## src/rtl/rlc_pkg.sv

```systemverilog
package rlc_pkg;

  typedef enum logic [1:0] {
    SRC_LAG      = 2'b00,
    SRC_ANY      = 2'b01,
    SRC_LEAD     = 2'b10,
    SRC_LEAD_ALT = 2'b11
  } src_sel_e;

  localparam int unsigned LIMIT_W       = 16;
  localparam logic [2:0]  TOP_RATIO_CODE = 3'd4;

  // Deferral limit per ratio code: doubles its distance below +45 per step.
  function automatic logic signed [LIMIT_W-1:0] phase_limit(input logic [2:0] code);
    logic signed [LIMIT_W-1:0] step;
    step = 16'sd32 <<< code;
    return 16'sd45 - step;
  endfunction

  function automatic logic limit_exists(input logic [2:0] code);
    return code <= TOP_RATIO_CODE;
  endfunction

endpackage

```

## src/rtl/rlc_src_pick.sv

```systemverilog
module rlc_src_pick
  import rlc_pkg::*;
#(
  parameter int NCH = 4,
  parameter int PW  = 10
) (
  input  logic [NCH-1:0]           done,
  input  logic [NCH-1:0]           en,
  input  logic [NCH*PW-1:0]        phase_flat,
  input  logic [1:0]               src_sel,
  input  logic                     gchop,
  output logic                     ev_raw,
  output logic signed [PW-1:0]     ctrl_phase
);

  localparam int IW = (NCH > 1) ? $clog2(NCH) : 1;

  logic [IW-1:0]        lag_idx, lead_idx, first_idx;
  logic signed [PW-1:0] lag_v, lead_v, ph;
  logic                 any_en;
  src_sel_e             sel;

  // Signed max / min search over enabled channels; strict compare keeps
  // the lowest index on ties.
  always_comb begin
    lag_idx   = '0;
    lead_idx  = '0;
    first_idx = '0;
    lag_v     = '0;
    lead_v    = '0;
    any_en    = 1'b0;
    ph        = '0;
    for (int i = 0; i < NCH; i++) begin
      ph = $signed(phase_flat[i*PW +: PW]);
      if (en[i]) begin
        if (!any_en) begin
          lag_idx   = IW'(i);
          lead_idx  = IW'(i);
          first_idx = IW'(i);
          lag_v     = ph;
          lead_v    = ph;
          any_en    = 1'b1;
        end else begin
          if (ph > lag_v) begin
            lag_idx = IW'(i);
            lag_v   = ph;
          end
          if (ph < lead_v) begin
            lead_idx = IW'(i);
            lead_v   = ph;
          end
        end
      end
    end
  end

  always_comb begin
    sel = src_sel_e'(src_sel);
    if (gchop) begin
      ev_raw     = any_en & done[first_idx];
      ctrl_phase = '0;
    end else begin
      unique case (sel)
        SRC_LAG: begin
          ev_raw     = any_en & done[lag_idx];
          ctrl_phase = lag_v;
        end
        SRC_ANY: begin
          ev_raw     = |(done & en);
          ctrl_phase = lead_v;
        end
        default: begin
          ev_raw     = any_en & done[lead_idx];
          ctrl_phase = lead_v;
        end
      endcase
    end
  end

endmodule

```

## src/rtl/rlc_first_gate.sv

```systemverilog
module rlc_first_gate
  import rlc_pkg::*;
#(
  parameter int PW = 10
) (
  input  logic                 clk,
  input  logic                 rst_n,
  input  logic                 restart,
  input  logic                 ev_raw,
  input  logic signed [PW-1:0] ctrl_phase,
  input  logic [2:0]           ratio_code,
  output logic                 ev_ok
);

  logic signed [LIMIT_W-1:0] phase_ext;
  logic                      defer_cond;
  logic                      defer_q, defer_d, defer_en;

  always_comb begin
    phase_ext  = LIMIT_W'(ctrl_phase);
    defer_cond = limit_exists(ratio_code) && (phase_ext <= phase_limit(ratio_code));
    defer_en   = restart | ev_raw;
    if (restart) defer_d = defer_cond;
    else         defer_d = 1'b0;
    ev_ok      = ev_raw & ~defer_q & ~restart;
  end

  always_ff @(posedge clk or negedge rst_n) begin
    if (!rst_n)        defer_q <= 1'b0;
    else if (defer_en) defer_q <= defer_d;
  end

endmodule

```

## src/rtl/rlc_line_fmt.sv

```systemverilog
module rlc_line_fmt #(
  parameter int PULSE_LEN = 2
) (
  input  logic clk,
  input  logic rst_n,
  input  logic restart,
  input  logic ev,
  input  logic pulse_fmt,
  input  logic rd_start,
  input  logic rd_done,
  output logic line_low
);

  localparam int CW = $clog2(PULSE_LEN + 1);

  logic          low_q, low_d;
  logic          gap_q, gap_d;
  logic [CW-1:0] pcnt_q, pcnt_d;
  logic          unread_q, unread_d;
  logic          reading_q, reading_d;

  // Read window tracking
  always_comb begin
    if (rd_done)       reading_d = 1'b0;
    else if (rd_start) reading_d = 1'b1;
    else               reading_d = reading_q;
  end

  // Level format: hold low until read, one-cycle gap on unread data
  always_comb begin
    low_d = low_q;
    gap_d = 1'b0;
    if (restart) begin
      low_d = 1'b0;
    end else if (ev && !pulse_fmt) begin
      low_d = 1'b1;
      gap_d = low_q & ~gap_q;
    end else if (rd_done) begin
      low_d = 1'b0;
    end
  end

  // Pulse format: fixed-width pulse, skip after unread, block during read
  always_comb begin
    pcnt_d   = (pcnt_q != '0) ? pcnt_q - 1'b1 : '0;
    unread_d = unread_q;
    if (restart) begin
      pcnt_d   = '0;
      unread_d = 1'b0;
    end else begin
      if (rd_done) unread_d = 1'b0;
      if (ev && pulse_fmt && !reading_q) begin
        if (unread_q) begin
          unread_d = 1'b0;
        end else begin
          pcnt_d   = CW'(PULSE_LEN);
          unread_d = 1'b1;
        end
      end
    end
  end

  always_ff @(posedge clk or negedge rst_n) begin
    if (!rst_n) begin
      low_q     <= 1'b0;
      gap_q     <= 1'b0;
      pcnt_q    <= '0;
      unread_q  <= 1'b0;
      reading_q <= 1'b0;
    end else begin
      low_q     <= low_d;
      gap_q     <= gap_d;
      pcnt_q    <= pcnt_d;
      unread_q  <= unread_d;
      reading_q <= reading_d;
    end
  end

  assign line_low = pulse_fmt ? (pcnt_q != '0) : (low_q & ~gap_q);

endmodule

```

## src/rtl/ready_line_ctrl.sv

```systemverilog
module ready_line_ctrl #(
  parameter int NCH       = 4,
  parameter int PW        = 10,
  parameter int PULSE_LEN = 2
) (
  input  logic              clk,
  input  logic              rst_n,
  input  logic [NCH-1:0]    ch_done,
  input  logic [NCH-1:0]    ch_en,
  input  logic [NCH*PW-1:0] phase_flat,
  input  logic [2:0]        ratio_code,
  input  logic [1:0]        src_sel,
  input  logic              pulse_fmt,
  input  logic              hiz_idle,
  input  logic              gchop,
  input  logic              restart,
  input  logic              rd_start,
  input  logic              rd_done,
  output logic              ready_n,
  output logic              ready_oe
);

  logic                 ev_raw, ev_ok, line_low;
  logic signed [PW-1:0] ctrl_phase;

  rlc_src_pick #(.NCH(NCH), .PW(PW)) pick_i (
    .done       (ch_done),
    .en         (ch_en),
    .phase_flat (phase_flat),
    .src_sel    (src_sel),
    .gchop      (gchop),
    .ev_raw     (ev_raw),
    .ctrl_phase (ctrl_phase)
  );

  rlc_first_gate #(.PW(PW)) gate_i (
    .clk        (clk),
    .rst_n      (rst_n),
    .restart    (restart),
    .ev_raw     (ev_raw),
    .ctrl_phase (ctrl_phase),
    .ratio_code (ratio_code),
    .ev_ok      (ev_ok)
  );

  rlc_line_fmt #(.PULSE_LEN(PULSE_LEN)) fmt_i (
    .clk       (clk),
    .rst_n     (rst_n),
    .restart   (restart),
    .ev        (ev_ok),
    .pulse_fmt (pulse_fmt),
    .rd_start  (rd_start),
    .rd_done   (rd_done),
    .line_low  (line_low)
  );

  assign ready_n  = ~line_low;
  assign ready_oe = ~hiz_idle | line_low;

endmodule

```

## config.mk

```make
export PLATFORM = sky130hd
export DESIGN_NAME = ready_line_ctrl
export DESIGN_NICKNAME = d
export VERILOG_FILES = /design/src/rtl/rlc_pkg.sv /design/src/rtl/rlc_src_pick.sv /design/src/rtl/rlc_first_gate.sv /design/src/rtl/rlc_line_fmt.sv /design/src/rtl/ready_line_ctrl.sv
export SDC_FILE = /design/constraint.sdc
export NUM_CORES = 1
export LEC_CHECK = 0
export ABC_AREA = 1
export BUFFER_PORTS_ARGS = -buffer_cell sky130_fd_sc_hd__buf_2
export CAP_MARGIN = 20
export CORE_AREA = 2 2 98 100
export DETAILED_ROUTE_END_ITERATION = 7
export DIE_AREA = 0 0 100 102
export SLEW_MARGIN = 40
export SYNTH_ARGS = -nofsm -noshare
export SYNTH_HDL_FRONTEND = slang
export SYNTH_SLANG_ARGS = --single-unit
```

## constraint.sdc

```tcl
create_clock -name clk -period 1.7 [get_ports clk]
set_clock_uncertainty 0.05 [all_clocks]
set_input_delay 0.34 -clock clk [delete_from_list [all_inputs] [get_ports clk]]
set_output_delay 0.34 -clock clk [all_outputs]
set_load 0.01 [all_outputs]
```

==> impl_metrics.json <==
{
  "timing.fmax_mhz": 151,
  "dieHeight_microns": 102,
  "power_density_nw_per_um2": 547,
  "critPathMostFrequentCell": "nand2_1",
  "area_of_the_core_sq_um": 9110,
  "post_synth_simple_gate_area_pct": 35.7,
  "multi_input_comb_area_sq_um": 3170,
  "share_of_synthesized_cell_area_in_full_adder_half_adder_and_majority_cells_pct": 24.0,
  "synth-seq-cells": 7,
  "synth_compound_area_share_pct": 22.1,
  "place_congestion": 0.886,
  "peakVddDrop_v": 0.000217,
  "grtUsageTotal_pct": 23.6,
  "n_antenna_cell": 0,
  "timing.rr.end": "fmt_i.pcnt_q[0]",
  "rsz_0062_raised_after_global_routing": "yes",
  "die_w_microns": 100,
  "crit_path_end_kind": "flop",
  "finalHoldViolations": 0,
  "internal_power_mw": 1.72,
  "drt-vias-per-instance": 5.02,
  "synth_edf_count": 0,
  "area.growth.synth_to_final_pct": 85.5,
  "clock_network_latency_to_the_later_pin_of_the_worst_skew_pair_ps": 230,
  "synth.yosys.seq_area_share_pct": 5.61,
  "whs_path_depth": 2,
  "synth_xor_xnor_area_share_pct": 0.841,
  "data_arrival_at_the_endpoint_of_the_critical_path_ps": 6690,
  "io_pins": 63,
  "total_nets_after_synthesis": 645,
  "critical_path.slowest_cell": "a21oi_2",
  "muxShareOfSynthArea_pct": 0,
  "hold_class": "input port to flop",
  "start_util_pct": 34.3,
  "min_period_ps": 6620,
  "drc": 0,
  "hold_path_startpoint": "rd_done",
  "fp.dieArea_sq_um": 10200,
  "synth.top_cell.area_share_pct": 24.0,
  "synthArstFlopShare_pct": 100,
  "destination_of_the_worst_hold_path": "fmt_i.reading_q",
  "startpoint_type": "input port",
  "worst_slew_pin_slew_ps": 332,
  "vias": 4493,
  "first_global_vias": 4610,
  "num-fill-cells": 788,
  "timing_worst_setup_path_type": "input port to flop",
  "timing.final.crit_share_pct": 390,
  "synth_area_per_cell_sq_um": 5.96,
  "ys_warn_count": 0,
  "cts_inserted_buffers": 3,
  "worst-path-max-fanout": 11,
  "drive_above_1_share_pct": 50.3,
  "reg2reg_from": "gate_i.defer_q",
  "p_leak_nw": 3.08,
  "failed_checks": "negative setup slack",
  "post-dp-hpwl_microns": 9460,
  "port_buffers": 62,
  "timing.critical_path.buf_inv": 8,
  "pwr-share-seq_pct": 5.9,
  "setup.reg_to_reg.worst_slack_ps": 590,
  "final_antenna_net_count": 0,
  "ys_types": 39,
  "result_of_the_run": "finished with violations",
  "postRouteWirelength_microns": 12200,
  "cts_max_path_buffers": 2,
  "slew_viol_final": 0,
  "comb_power_share_pct": 86.8,
  "cpLargestDelayFamily": "simple AND/OR/NAND/NOR gates",
  "yosysTopAreaCell": "ha_1",
  "worst_slew_margin_relative_to_its_limit_pct": 77.8,
  "slowest_delay_ps": 290,
  "cell_at_the_root_of_the_clock_tree": "clkbuf_8",
  "finish.net_count": 906,
  "req_time_crit_path_ps": 1770,
  "grt_start_max_net_pins": 17,
  "grt_first_pass_wirelength_microns": 19900,
  "clock_sink_count": 7,
  "main_flop_type_after_synthesis": "dfrtp_1",
  "globalRoute.totalOverflow": 0,
  "clock_power_share_pct": 7.3,
  "syn_inst": 524,
  "setup_violations": 6,
  "timing.max_cap.violations": 0,
  "count_of_routing_violations_after_the_opening_detailed_route_iteration": 223,
  "drt-pass1-iter-count": 4,
  "routed_wire_length_per_instance_microns": 13.6,
  "netSwitchingFraction_pct": 45.9,
  "combinational_family_with_the_most_area_after_synthesis": "simple AND/OR/NAND/NOR gates",
  "reg2reg_depth": 4,
  "net-switching-power_mw": 1.46,
  "rows": 35,
  "post_synth_design_cell_area_sq_um": 3120,
  "setup_slack_ps": -4920,
  "post_synth_main_area_contributors": "ha_1, nand2_1, inv_1, dfrtp_1, nand3_1",
  "setup_total_negative_slack_ps": -29120,
  "clock_tree.htree_level_count": 1,
  "clock_transition_at_path_regs_ps": 40,
  "ff_latch_area_sq_um": 175,
  "antenna_found_initial": 0,
  "finalHoldWorstSlack_ps": 235,
  "cts_tree": "built"
}
## area by class of cell
class	count	area share (%)
timing repair buffer	263	33.1
timing repair inverter	2	0.281
tap	111	2.40
multi-input combinational	424	54.7
sequential	7	3.02
clock buffer	4	0.777
inverter	84	5.66
## repair_timing
item                       CTS  global route
hold buffers                 1             0
setup endpoints to repair    6             6
pin swaps                   40            13
cloned                       4             0
setup buffers               40             8
resized for setup           71            42
hold endpoints to repair     7             0
## stage by stage
| stage | worst slack (ps) | power (mW) | area [sq um] | instances | util [%] |
|---|---|---|---|---|---|
| after floorplan | -4520 | 1.40 | 3360 | 524 | - |
| after CTS | -4760 | 2.95 | 5590 | 888 | 61.3 |
| after global placement | -5330 | 2.27 | 4910 | 840 | 53.9 |
| after detailed placement | -5490 | 2.33 | 4910 | 840 | 53.9 |
| after global routing | -5370 | 3.47 | 5800 | 895 | 63.6 |
| final | -4920 | 3.17 | 5800 | 895 | 63.6 |
## cells in the final DEF (no fill, tap or decap), types with 11 or more instances in the layout
| cell | n |
|---|---|
| a21oi_1 | 18 |
| buf_2 | 61 |
| buf_4 | 189 |
| ha_1 | 46 |
| ha_4 | 13 |
| inv_1 | 67 |
| inv_2 | 14 |
| nand2_1 | 119 |
| nand2_2 | 23 |
| nand3_1 | 30 |
| nor2_1 | 28 |
| o211ai_1 | 12 |
| o21ai_0 | 17 |
| o22ai_1 | 11 |
## power groups by stage
stage	combinational, mW	sequential [mW]	clock [mW]
after floorplan	1.21	0.186	0
after global placement	2.08	0.187	0
after detailed placement	2.14	0.188	0
after CTS	2.53	0.186	0.240
after global routing	3.03	0.188	0.252
final	2.76	0.186	0.232
## synthesized netlist by cell type, types with 2 or more instances
cell      count
nand4_1       9
nand2_1     142
clkbuf_1      8
nand2_2      11
o211ai_2      2
ha_1         60
o211ai_1     12
a211oi_1      7
nand3_1      33
or2_2         5
nor3_1        4
a221oi_1      2
dfrtp_1       7
nor2_1       33
nand3_2       6
o311ai_0      2
a21oi_1      23
xnor2_1       2
o22ai_1      20
inv_1        82
a31oi_1       3
o21ai_0      33
clkinv_1      2
## worst max path at each step
| stage | startpoint | end | cells after the start |
|---|---|---|---|
| 2_1_floorplan | ch_en[0] | gate_i.defer_q | 51 |
| 3_3_place_gp | ch_en[0] | gate_i.defer_q | 55 |
| 3_5_place_dp | ch_en[0] | gate_i.defer_q | 55 |
| 4_1_cts | ch_en[0] | gate_i.defer_q | 48 |
| 5_1_grt | ch_en[0] | gate_i.defer_q | 53 |
| 6_report | ch_en[0] | gate_i.defer_q | 53 |
## cell families after synthesis
| group | count (synthesis) |
|---|---|
| xor gates and xnor gates | 3 |
| AOI/OAI and AO/OA | 112 |
| DFF | 7 |
| buffers and inverters | 94 |
| adders and majority gates | 60 |
| and+or+nand+nor | 248 |
## routing by layer
layer	track usage [%]	part of all wire (%)	vias up
met2	46.2	51	122
li1	-	-	2314
met5	0	0	-
met1	27.4	43	2030
met4	6.43	2.5	0
met3	2.26	3.8	27
## sequential cells by signal (all words and copies together) (netlist names)
| signal | flops |
|---|---|
| fmt_i.pcnt_q | 2 |
| gate_i.defer_q | 1 |
| fmt_i.unread_q | 1 |
| fmt_i.low_q | 1 |
| fmt_i.gap_q | 1 |
| fmt_i.reading_q | 1 |
Note: power is estimated with default switching activity, not from simulation.
